[src/rtl/pchk_pkg.sv]
package pchk_pkg;
  typedef enum logic [1:0] {
    ACC_READ  = 2'b00,
    ACC_WRITE = 2'b01,
    ACC_FETCH = 2'b10,
    ACC_ALT   = 2'b11
  } acc_kind_e;

  typedef struct packed {
    logic present;
    logic writable;
    logic user;
    logic nx;
    logic rsvd;
  } page_attr_t;

  localparam int CODE_W     = 5;
  localparam int CB_PROT    = 0;
  localparam int CB_WRITE   = 1;
  localparam int CB_USER    = 2;
  localparam int CB_RSVD    = 3;
  localparam int CB_FETCH   = 4;
endpackage

[src/rtl/pchk_page_rules.sv]
module pchk_page_rules
  import pchk_pkg::*;
(
  input  acc_kind_e  kind,
  input  logic       user_mode,
  input  page_attr_t attr,
  input  logic       no_sup_exec,
  input  logic       no_sup_data,
  input  logic       sup_data_ovr,
  output logic       is_write,
  output logic       is_fetch,
  output logic       absent,
  output logic       rsvd_viol,
  output logic       prot_deny
);
  logic wr_ro, usr_to_sup, exec_nx, sxp_hit, sap_hit;

  always_comb begin
    is_write   = (kind == ACC_WRITE);
    is_fetch   = (kind == ACC_FETCH);
    absent     = ~attr.present;
    rsvd_viol  = attr.present & attr.rsvd;
    wr_ro      = is_write & ~attr.writable;
    usr_to_sup = user_mode & ~attr.user;
    exec_nx    = is_fetch & attr.nx;
    sxp_hit    = ~user_mode & is_fetch & attr.user & no_sup_exec;
    sap_hit    = ~user_mode & ~is_fetch & attr.user & no_sup_data & ~sup_data_ovr;
    prot_deny  = attr.present & ~attr.rsvd &
                 (wr_ro | usr_to_sup | exec_nx | sxp_hit | sap_hit);
  end
endmodule

[config.mk]
export PLATFORM = sky130hd
export DESIGN_NAME = pchk_page_rules
export DESIGN_NICKNAME = d
export VERILOG_FILES = /design/src/rtl/pchk_pkg.sv /design/src/rtl/pchk_page_rules.sv
export SDC_FILE = /design/constraint.sdc
export NUM_CORES = 1
export LEC_CHECK = 0
export BUFFER_PORTS_ARGS = -buffer_cell sky130_fd_sc_hd__buf_2
export CORE_AREA = 2 2 39 41
export DETAILED_ROUTE_END_ITERATION = 8
export DIE_AREA = 0 0 41 43
export GPL_TIMING_DRIVEN = 0
export PLACE_DENSITY_LB_ADDON = 0.3
export SETUP_SLACK_MARGIN = 0.5
export SLEW_MARGIN = 20
export SYNTH_ARGS = -nofsm -noshare
export SYNTH_HDL_FRONTEND = slang
export SYNTH_SLANG_ARGS = --single-unit
[constraint.sdc]
create_clock -name vclk -period 0.9
set_input_delay 0.045 -clock vclk [all_inputs]
set_output_delay 0.045 -clock vclk [all_outputs]
set_load 0.02 [all_outputs]
Word level (Yosys, flattened, before mapping)
Cells that the tools add are included.

storage, ports and cells
  bits in registers = 0
  word-level logic and storage cells = 26

operators by class
  equality and inequality tests = 2
  bitwise operators = 24

operators with widths
  cell                                            count
  bitwise AND 1 bit                               13
  inverter 1 bit                                  7
  OR 1 bit                                        4
  == test 2 x 1 -> 1 bit (second input constant)  1
  == test 2 bit (second input constant)           1

Logic depth before layout (Yosys ltp)
  word-level depth = 8
  mapped depth = 4
  mapped depth without buffers = 4

Worst setup path after synthesis
OpenSTA, ideal clock, no wires.

  path type = input-to-output
  from = in kind[1]
  to = out prot_deny
  data arrival time = 0.879 ns
  data required time = 0.855 ns
  setup slack = -0.024 ns
  stages on the path = 4
  buffers on the path = 0
  path through = nor2b_4 mux2i_1 o31a_1 nor3_2

between the ends
  cells in the longest elaborated chain, start to end = 8

ends and longest elaborated chain
  item                             RTL line               text
  from (decl)                      pchk_page_rules.sv:4   input acc_kind_e kind,
  == test 2 bit                    pchk_page_rules.sv:20  is_fetch = (kind == ACC_FETCH);
  inverter 1 bit                   pchk_page_rules.sv:27  sap_hit = ~user_mode & ~is_fetch & attr.user & no_sup_data & ~sup_data_ovr;
  bitwise AND 1 bit (4 in series)  pchk_page_rules.sv:27
  OR 1 bit *                       pchk_page_rules.sv:29  (wr_ro | usr_to_sup | exec_nx | sxp_hit | sap_hit);
  bitwise AND 1 bit *              pchk_page_rules.sv:28  prot_deny = attr.present & ~attr.rsvd &
  to (decl)                        pchk_page_rules.sv:14  output logic prot_deny

Mark *: on every way between the ends. The rest lies on a longest branch, timed or not.

Worst setup path in the final report
Same ends and word-level chain as after synthesis.

==> metrics list <==
- Launching element type of the critical path: primary input
- In the final layout, flip-flops and latches occupy 0 sq um.
- Total DRC errors in the routed layout: 0
* Count of antenna diodes in the layout: 0
* Post-layout minimum cycle time: approximately 1000 ps
* Synthesized-area fraction occupied by ao, oa, aoi and oai cells: approximately 22%
- In this run the static leakage power is approximately 0.14 nW.
- Endpoint, Worst Hold: prot_deny
- Row cnt: 14
* Number of pins with negative max-slew slack in the final report: 0
- The final route contains about 150 vias.
- Area grow syn2layout: 240%
- Maximum vdd drop: 0.162 mV
- Number of antenna violations at the first check in global routing: 0
- Xor/xnor share of the synthesized area: 0%
- Type of destination of the critical path: output port
- The worst hold path begins at attr[0].
* Slew headroom: between 80 and 90%
* Multiplexer fraction of the synthesized cell area: 11.9%
- In this run the remaining antenna-violating nets after routing total 0.
* Pin count of the biggest net entering global routing: 4
- Number of setup violations in the final report: 1
* Routed length per placed instance: 9.11 microns
- CORE AREA: about 1400 sq um
- Transition time of the tightest slew-check pin: a little under 300 ps
- STA puts the critical path data arrival time at around 960 ps.
- Post-synth cell types: 10
* Routed wire length: 419 microns
* Worst Slack Setup Final: -108 ps
* Average footprint of a synthesized cell: roughly 7.6 sq um
* Worst hold path cell count: 3
- Wire length of the first global-routing pass: roughly 560 microns
- Ratio of cells with drive above 1 in the final layout: approximately 77%
* Violations in the final reports: setup timing
* Mean number of vias per cell: approximately 3.3
* Seq cells: 0
- During placement, the flow inserted port buffers numbering 16.
* Pwr per Cell Area: between 400 and 500 nW/um^2
- Vertical die dimension: around 43 microns
- For this run, the number of Yosys warnings is 0.
- With fillers left out, the area of the finished cells amounts to 285 sq um.
- After the first detailed-routing iteration, the DRC count stood at 8.
* Inst Count DP: 43
* Synthesized-area fraction occupied by adder cells: 0%
* Cell type with the largest total area after synthesis: nor2b_4
- After clock tree synthesis, the flow added hold-fix buffers numbering 0.
- Sequential share of the synthesized area: 0%
* Drt first pass iters: 5
- The die covers 1760 sq um.
- Area of the mapped netlist: 83.8 sq um
- The via count of the first global-routing pass came to 140.
- The die is between 40 and 50 microns wide.
* Total power: around 0.00014 W
- After synthesis, the cell types taking the most area are nor2b_4 16%, a222oi_1 12%, mux2i_1 12%, nor3_2 12%, o31a_1 10%.
- The run finished, with violations left.
- Post-synthesis share of cell area spent on and, or, nand and nor gates: a little over half
- Global-route usage over all layers: between 4 and 5%
* Worst-path fanout max: 3
- The setup path with the least slack is of type primary input to output port.
- Residual overflow from global routing: 0
* Total I/O pin count: 16
- Most frequent standard cell in the layout excluding fill and tap cells: buf_6
* Initial cell density of the core: approximately 6.1%
* Nets: 43
- At the worst endpoint, the required time is ~850 ps.
* Placer's final routability congestion estimate: ~0.56
- Number of max-cap violations: 0
- Setup repair after global routing could not meet its margin everywhere.
* Worst min-delay path category: primary input to output port
- Final period util: 112%
* Share of Yosys cell area claimed by the top area cell type: between 10% and 20%
* Main combinational cell family by area after synthesis: simple AND/OR/NAND/NOR gates
- The library cells used most frequently in the layout, excluding fill and tap cells, are 8 x buf_6, 7 x buf_2, 2 x buf_8, 2 x buf_4.
- Post-Place Cell Area: between 150 and 200 sq um
- Gate Count Post-Synth: 11
- Timing would allow up to 992 MHz.
- Final hold vios: 0
- # clk buffers: 0
* Setup_tns: -108 ps
- The number of nets in the synthesized netlist is 22.
* Number of standard cells in the final layout excluding fillers: 46
cells in the mapped netlist:
cell type	n
inv_1	2
nor2b_4	1
nor3_2	1
nor2b_1	1
o31a_1	1
and2b_1	1
a222oi_1	1
and2_1	1
clkinv_1	1
mux2i_1	1
how the worst max path moves through the flow:
| stage | from | slack (ps) | endpoint |
|---|---|---|---|
| after global placement | kind[1] | -160 | prot_deny |
| after global routing | kind[1] | -130 | prot_deny |
| after floorplan | kind[1] | 20 | prot_deny |
| after detailed placement | kind[1] | -150 | prot_deny |
| after CTS | kind[1] | -90 | prot_deny |
| final | kind[1] | -110 | prot_deny |
through the flow:
stage	worst slack, ps	hold WS (ps)	util, %
6_report	-108	324	20.6
5_1_grt	-133	339	20.6
4_1_cts	-91.4	325	18.8
3_5_place_dp	-149	390	13.7
3_3_place_gp	-156	389	13.7
2_1_floorplan	24.2	126	-
what timing repair did:
| item | 4_1_cts | 5_1_grt |
|---|---|---|
| pin swaps | 2 | 0 |
| endpoints found under the setup margin | 5 | 5 |
| gates resized for setup | 16 | 5 |
| setup buffers | 2 | 1 |
worst max-delay path: stages:
cell	delay, ps
buf_6	90
nor2b_4	120
a222oi_1	290
o31a_1	240
nor3_4	50
buf_6	120
power by group:
part / internal, W / switching, W / total (W)
sequential: 0 / 0 / 0
combinational: 0.0000829 / 0.0000538 / 0.000137
clock: 0 / 0 / 0
total: 0.0000829 / 0.0000538 / 0.000137
logic make-up (layout without fill, tap and decap cells):
logic type,after synthesis,after routing
AND/OR/NAND/NOR,5,5
buffers and inverters,3,22
AO/OA/AOI/OAI,2,2
multiplexers,1,1
layer usage:
layer | vias up | share of wire (%) | GRT usage (%)
met4 | 0 | 0 | 0
met1 | 61 | 49 | 8.89
li1 | 76 | - | -
met5 | - | 0 | 0
met3 | 0 | 25 | 1.57
met2 | 16 | 25 | 4.38
area by class of cell:
type | instances | area, sq um
fill | 164 | 1100
inverter | 3 | 13.8
multi-input combinational | 8 | 81.3
tap | 16 | 20.0
timing repair buffer | 19 | 170
No activity file was read; power rests on OpenSTA's default activity.
